[src/rtl/ctxld_pkg.sv]
package ctxld_pkg;

    typedef enum logic [1:0] {
        AM_PARALLEL = 2'b00,
        AM_NOAGU    = 2'b01,
        AM_PHASED   = 2'b10,
        AM_EARLYTAG = 2'b11
    } acc_mode_e;

    typedef enum logic [1:0] {
        ST_IDLE,
        ST_LOOKUP,
        ST_DATA,
        ST_WAIT
    } seq_st_e;

endpackage

[src/rtl/ctxld_hint_dec.sv]
module ctxld_hint_dec
    import ctxld_pkg::*;
#(
    parameter int FIELD_W = 16,
    parameter int HINT_X  = 0
) (
    input  logic [FIELD_W-1:0] field,
    output acc_mode_e          mode
);
    localparam int IMM_W   = FIELD_W - 2 - HINT_X;
    localparam int HINT_HI = FIELD_W - 1;

    logic [1:0] raw_hint;
    logic       imm_zero;

    always_comb begin
        raw_hint = field[HINT_HI -: 2];
        imm_zero = (field[IMM_W-1:0] == '0);
        // offset-free addressing only when the offset really is zero
        if (acc_mode_e'(raw_hint) == AM_NOAGU && !imm_zero)
            mode = AM_PARALLEL;
        else
            mode = acc_mode_e'(raw_hint);
    end
endmodule

[src/rtl/ctxld_way_pick.sv]
module ctxld_way_pick #(
    parameter int WAYS = 4
) (
    input  logic [WAYS-1:0] hits,
    output logic [WAYS-1:0] first,
    output logic            any
);
    logic [WAYS:0] seen;

    assign seen[0] = 1'b0;

    generate
        for (genvar i = 0; i < WAYS; i++) begin : g_way
            assign first[i]  = hits[i] & ~seen[i];
            assign seen[i+1] = seen[i] | hits[i];
        end
    endgenerate

    assign any = seen[WAYS];
endmodule

[src/rtl/ctxld_seq.sv]
module ctxld_seq
    import ctxld_pkg::*;
#(
    parameter int WAYS    = 4,
    parameter int FIELD_W = 16,
    parameter int HINT_X  = 0
) (
    input  logic               clk,
    input  logic               rst_n,
    input  logic               ld_valid,
    input  logic [FIELD_W-1:0] ld_field,
    input  logic               tlb_hit,
    input  logic [WAYS-1:0]    tag_hit,
    input  logic               refill_done,
    output logic               ld_ready,
    output logic               agu_en,
    output logic               agu_bypass,
    output logic               tlb_en,
    output logic               tag_en,
    output logic [WAYS-1:0]    data_way_en,
    output logic               stall_req,
    output logic               miss,
    output logic               data_ready
);
    typedef struct packed {
        seq_st_e         st;
        acc_mode_e       mode;
        logic [WAYS-1:0] way;
    } seq_t;

    seq_t      seq_d, seq_q;
    acc_mode_e dec_mode;
    acc_mode_e act_mode;
    logic [WAYS-1:0] hit_first;
    logic            hit_any;
    logic            lookup_now;

    ctxld_hint_dec #(.FIELD_W(FIELD_W), .HINT_X(HINT_X)) u_dec (
        .field (ld_field),
        .mode  (dec_mode)
    );

    ctxld_way_pick #(.WAYS(WAYS)) u_pick (
        .hits  (tag_hit),
        .first (hit_first),
        .any   (hit_any)
    );

    always_comb begin
        seq_d       = seq_q;
        ld_ready    = 1'b0;
        agu_en      = 1'b0;
        agu_bypass  = 1'b0;
        tlb_en      = 1'b0;
        tag_en      = 1'b0;
        data_way_en = '0;
        stall_req   = 1'b0;
        miss        = 1'b0;
        data_ready  = 1'b0;
        lookup_now  = 1'b0;
        act_mode    = seq_q.mode;

        case (seq_q.st)
            ST_IDLE: begin
                ld_ready = 1'b1;
                if (ld_valid) begin
                    seq_d.mode = dec_mode;
                    act_mode   = dec_mode;
                    if (dec_mode == AM_NOAGU) begin
                        agu_bypass = 1'b1;
                        lookup_now = 1'b1;
                    end else begin
                        agu_en   = 1'b1;
                        seq_d.st = ST_LOOKUP;
                    end
                end
            end
            ST_LOOKUP: lookup_now = 1'b1;
            ST_DATA: begin
                data_way_en = seq_q.way;
                data_ready  = 1'b1;
                stall_req   = (seq_q.mode == AM_PHASED);
                seq_d.st    = ST_IDLE;
            end
            default: begin
                miss      = 1'b1;
                stall_req = 1'b1;
                if (refill_done) begin
                    data_ready = 1'b1;
                    seq_d.st   = ST_IDLE;
                end
            end
        endcase

        if (lookup_now) begin
            tlb_en = 1'b1;
            tag_en = 1'b1;
            if (!(tlb_hit && hit_any)) begin
                seq_d.st = ST_WAIT;
            end else if (act_mode == AM_PARALLEL || act_mode == AM_NOAGU) begin
                data_way_en = '1;
                data_ready  = 1'b1;
                seq_d.st    = ST_IDLE;
            end else begin
                seq_d.way = hit_first;
                seq_d.st  = ST_DATA;
            end
        end
    end

    always_ff @(posedge clk) begin
        if (!rst_n) begin
            seq_q.st   <= ST_IDLE;
            seq_q.mode <= AM_PARALLEL;
            seq_q.way  <= '0;
        end else begin
            seq_q <= seq_d;
        end
    end

    AST_BYPASS_NO_AGU: assert property (@(posedge clk) disable iff (!rst_n)
        agu_bypass |-> (!agu_en && tag_en && tlb_en));

    AST_DATA_AFTER_TAG: assert property (@(posedge clk) disable iff (!rst_n)
        (|data_way_en && !tag_en) |-> $past(tag_en));

    AST_SINGLE_WAY_PHASE: assert property (@(posedge clk) disable iff (!rst_n)
        (|data_way_en && !tag_en) |-> $onehot(data_way_en));

    AST_NO_READ_ON_MISS: assert property (@(posedge clk) disable iff (!rst_n)
        (tag_en && !tlb_hit) |-> (data_way_en == '0));

    AST_MISS_HELD: assert property (@(posedge clk) disable iff (!rst_n)
        (miss && !refill_done) |=> (miss && stall_req));

    AST_BUSY_NO_ACCEPT: assert property (@(posedge clk) disable iff (!rst_n)
        (!ld_ready) |-> !(agu_en || agu_bypass));
endmodule

[config.mk]
export PLATFORM = sky130hd
export DESIGN_NAME = ctxld_seq
export DESIGN_NICKNAME = d
export VERILOG_FILES = /design/src/rtl/ctxld_pkg.sv /design/src/rtl/ctxld_hint_dec.sv /design/src/rtl/ctxld_way_pick.sv /design/src/rtl/ctxld_seq.sv
export SDC_FILE = /design/constraint.sdc
export NUM_CORES = 1
export LEC_CHECK = 0
export BUFFER_PORTS_ARGS = -buffer_cell sky130_fd_sc_hd__buf_2
export CORE_MARGIN = 2
export CORE_UTILIZATION = 41
export DETAILED_ROUTE_END_ITERATION = 16
export PLACE_DENSITY = 0.77
export RECOVER_POWER = 50
export SLEW_MARGIN = 30
export SYNTH_ARGS = -nofsm -noshare
export SYNTH_HDL_FRONTEND = slang
export SYNTH_HIERARCHICAL = 1
export SYNTH_SLANG_ARGS = --single-unit
[constraint.sdc]
create_clock -name clk -period 2.25 [get_ports clk]
set_input_delay 0.225 -clock clk [delete_from_list [all_inputs] [get_ports clk]]
set_output_delay 0.225 -clock clk [all_outputs]
set_load 0.02 [all_outputs]
* Word-level counts from Yosys, hierarchy flattened
Cells that the tools add are included.
Storage, ports and cells: register bits after elaboration 8, output and inout port bits 12, logic and storage cells 65
Operators by class: eq/ne operators 9, mux-type cells 30, bitwise gates (word level) 10, reduce and logical (&&, ||, !) cells 13
Operators by type and width (number):
- 4-bit 2-to-1 mux | 5
- 2-bit 2-to-1 mux | 8
- 14-bit zero test | 1
- 1-bit 2-to-1 mux | 13
- 2-bit by 1-bit equality test with 1-bit output, second input constant | 4
- 3-bit != test, second input constant | 2
- 1-bit case mux with 2 select lines | 3
- 2-bit case mux with 3 select lines | 1
- 2-bit equality test, second input constant | 2
- 2-bit zero test | 2
- 1-bit inverter | 4
- 4-bit AND reduction | 1
- 4-bit nonzero test | 1
- 1-bit AND | 3
- 1-bit bitwise OR | 3
- 3-bit AND reduction | 1
- 3-bit OR reduction | 1
- 1-bit logical AND | 2
- 2-bit != test, second input constant | 1
- 2-bit AND reduction | 1
- 2-bit OR reduction | 1
- 1-bit zero test | 1
- 1-bit logical OR | 1

* Longest topological paths before layout
word-level depth 11, mapped depth 6, depth with buffers taken out 6

* Modules after synthesis
The synthesis kept the hierarchy.
Modules (own cells, without submodules):
- ctxld_seq | times used 1, cells an instance 55, area each 486.7 um^2
- ctxld_hint_dec | times used 1, cells an instance 7, area each 65.1 um^2
- ctxld_way_pick | times used 1, cells an instance 5, area each 37.5 um^2

* Least setup slack after synthesis
OpenSTA, ideal clock, no wires.
kind register to output, start point register seq_q[6] (netlist name), end point output port data_ready, arrival 1.514 ns, path slack 0.511 ns, cell stages (with the launch flop) 6, path buffers 1, cell sequence dfxtp_1 > or3b_1 > buf_6 > mux2i_4 > nor3b_4 > a21o_1
On the way: cells in the longest elaborated chain, start to end 7, elaborated cells between the ends (all ways) 13
RTL lines:
- start, declared | RTL line ctxld_seq.sv:31 | seq_t seq_d, seq_q;
- start signal, assigned | RTL line ctxld_seq.sv:117 | seq_q <= seq_d;
- 2-bit zero test | RTL line ctxld_seq.sv:63 | case (seq_q.st)
- 2-bit 2-to-1 mux | RTL line ctxld_seq.sv:63
- 2-bit by 1-bit equality test with 1-bit output or 2-bit zero test (tied branches) | RTL line ctxld_seq.sv:100 | end else if (act_mode == AM_PARALLEL || act_mode == AM_NOAGU) begin
- 1-bit logical OR | RTL line ctxld_seq.sv:100
- 1-bit 2-to-1 mux | RTL line ctxld_seq.sv:100
- 1-bit 2-to-1 mux | RTL line ctxld_seq.sv:98 | if (!(tlb_hit && hit_any)) begin
- 1-bit 2-to-1 mux (*) | RTL line ctxld_seq.sv:95 | if (lookup_now) begin
- end, declared | RTL line ctxld_seq.sv:23 | output logic data_ready
Mark *: on every way between the ends. The rest lies on a longest branch, timed or not.

* Worst setup path after layout
Same ends and word-level chain as after synthesis.

==> flow_summary.ini <==
[timing]
period_needed_ns = 2.109
finalHoldViolations = 0
finalSetupViolations = 0
tns_ns = 0
finalCritPeriodShare_pct = 93.71
holdWs_ns = 0.2655
rsz0062_at_grt = false
timing.final.ws_setup_ns = 0.1415
skew_ns = 0.004955
drv_slew = 0
max_freq_mhz = 474.3
slew-limit-headroom_pct = 47.78
worst-slew-pin-transition_ns = 0.7773

[global_routing]
globalRouteMet1Util_pct = 22.43
grt_pass1_wl_um = 2194
grt-ovfl-total = 0
met3_usage_pct = 3.913
busiest_layer = met2
antenna_found_initial = 0
grt_pass1_vias = 495
use_met2_pct = 22.50
grt_start_max_net_pins = 13
grt_usage_pct = 15.98

[detailed_routing]
drtAntennaViolNets = 0
vias = 596
route.detailed.drc = 0
wl_per_cell_um = 11.03
drt-total-wl_um = 1279
drt_iter0_drc = 6
dr.pass1.iters = 4
drt-vias-per-instance = 5.138

[clocking]
insertion_delay_ns = 0.25
htree_levels = 1
cts_tree = done
numCtsBuffers = 3
root_buffer = clkbuf_4
clk_pin_slew_ns = 0.05
clock-sinks = 8
clk_path_buf_depth = 2

[placement]
port_buffers = 36
place_area_um2 = 754.5
dp_slack_ns = 0.3139
gp_congestion = 0.7400
dp_hpwl_um = 1062

[setup_path]
critical_path_class = flip-flop to output pin
path_max_fanout = 7
cp_num_buf_inv = 1
worstSetupEndpointType = output pin
critical_path.startpoint_type = flip-flop
cp_top_family = simple AND/OR/NAND/NOR gates
path_cells = or3b_4 -> mux2i_4 -> nor3b_4 -> a21o_1 -> buf_2
max_stage_delay_ns = 0.46
worstPathArrival_ns = 1.88
cpMaxStageDelayCell = or3b_4
critical_path_required_ns = 2.03

[job]
max-cap-violations = 0

[min_path]
min_path_type = primary input to flip-flop

[yosys]
synthCells = 67
synth_cell_types = 31
synth_nets = 92
ys_ff_latch = 8
async_flop_share_pct = 0
ys_warn_count = 6
synth_flop_cell = dfxtp_1
synth_edf_count = 0
seq_area_frac_synth_pct = 27.18
syn_avg_cell_area_um2 = 8.796
synth_area_um2 = 589.3

[layout]
final_area_um2 = 768.2
nNetsFinal = 128
reg_top3 = seq_q: 8 flops
final_common_cell = buf_2
largest_reg_flops = 8
post-route-util_pct = 58.31
final_cell_mix = buf_2, nand2_1, dfxtp_1
nFillCells = 131
syn_to_final_growth_pct = 30.36
antennaDiodeCount = 0
drive_gt1_share_pct = 42.57
largest-register = seq_q
multi_input_area_um2 = 377.9
regArea_um2 = 160.2

[power_and_ir_drop]
leakage_nw = 0.3870
vdd_ir_drop_max_uv = 283.1
power_density_nw_per_um2 = 505.5

[die]
die_w_um = 41.91
io_pins = 37
core_um2 = 1318
die_h_um = 41.91
fp-row-count = 13
initial_utilization_pct = 44.73
dieArea_um2 = 1756

[status]
status = complete, no violations
## worst paths after layout
| check | depth (start not counted) | slack [ns] | start | to |
|---|---|---|---|---|
| min reg2reg | 2 | 0.46 | seq_q[2]$_SDFFE_PN0P_ | seq_q[2]$_SDFFE_PN0P_ |
| min | 4 | 0.27 | tag_hit[2] | seq_q[3]$_SDFFE_PN0P_ |
| max | 5 | 0.14 | seq_q[6]$_SDFFE_PN0P_ | data_ready |
| max reg2reg | 4 | 0.27 | seq_q[6]$_SDFFE_PN0P_ | seq_q[0]$_SDFFE_PN0P_ |
## power breakdown
group / total [mW] / internal, mW / switching, mW
combinational: 0.126 / 0.0568 / 0.0690
sequential: 0.154 / 0.148 / 0.00662
clock: 0.108 / 0.0609 / 0.0472
## what timing repair did
item,in CTS,in global routing
gates resized for setup,0,1
setup endpoints to repair,0,5
setup buffers,0,0
hold buffers,0,0
## logic make-up after synthesis
family          count (synthesis)  synth area share, %
compound gates                 13                15.93
buf+inv                         9                8.279
flops                           8                27.18
mux                             6                12.31
simple gates                   31                36.30
## metrics by stage
stage / power [mW] / cells
2_1_floorplan: 0.2445 / 67
3_3_place_gp: 0.2825 / 113
3_5_place_dp: 0.2848 / 113
4_1_cts: 0.3906 / 116
5_1_grt: 0.4095 / 116
6_report: 0.3883 / 116
## final cells by class
cell class / count / area share, %
inverter: 4 / 1.954
timing repair buffer: 36 / 22.64
sequential: 8 / 20.85
multi-input combinational: 50 / 49.19
clock buffer: 3 / 2.932
tap: 15 / 2.443
## tightest hold or removal path, cell delays in order
cell and delay, ns:
buf_2 0.09, nor4b_1 0.04, nand2_1 0.05, mux2i_1 0.05
## synth_stat cells (2+ instances only)
cell      n  area (um2)
inv_1     4       15.01
mux2i_1   5       50.05
clkbuf_1  2       7.510
nand2_1   9       33.78
nor2_1    4       15.01
nor2b_1   2       12.51
buf_4     2       15.01
nor4_2    2       25.02
a21oi_1   3       15.01
nor3b_1   2       15.01
a21o_1    5       37.54
dfxtp_1   8       160.2
## layer usage
layer	wire (um)	share of wire [%]
met5	0	0
met4	13	1.0
met3	144	11
met2	533	42
met1	587	46
Note: power is estimated with default switching activity, not from simulation.
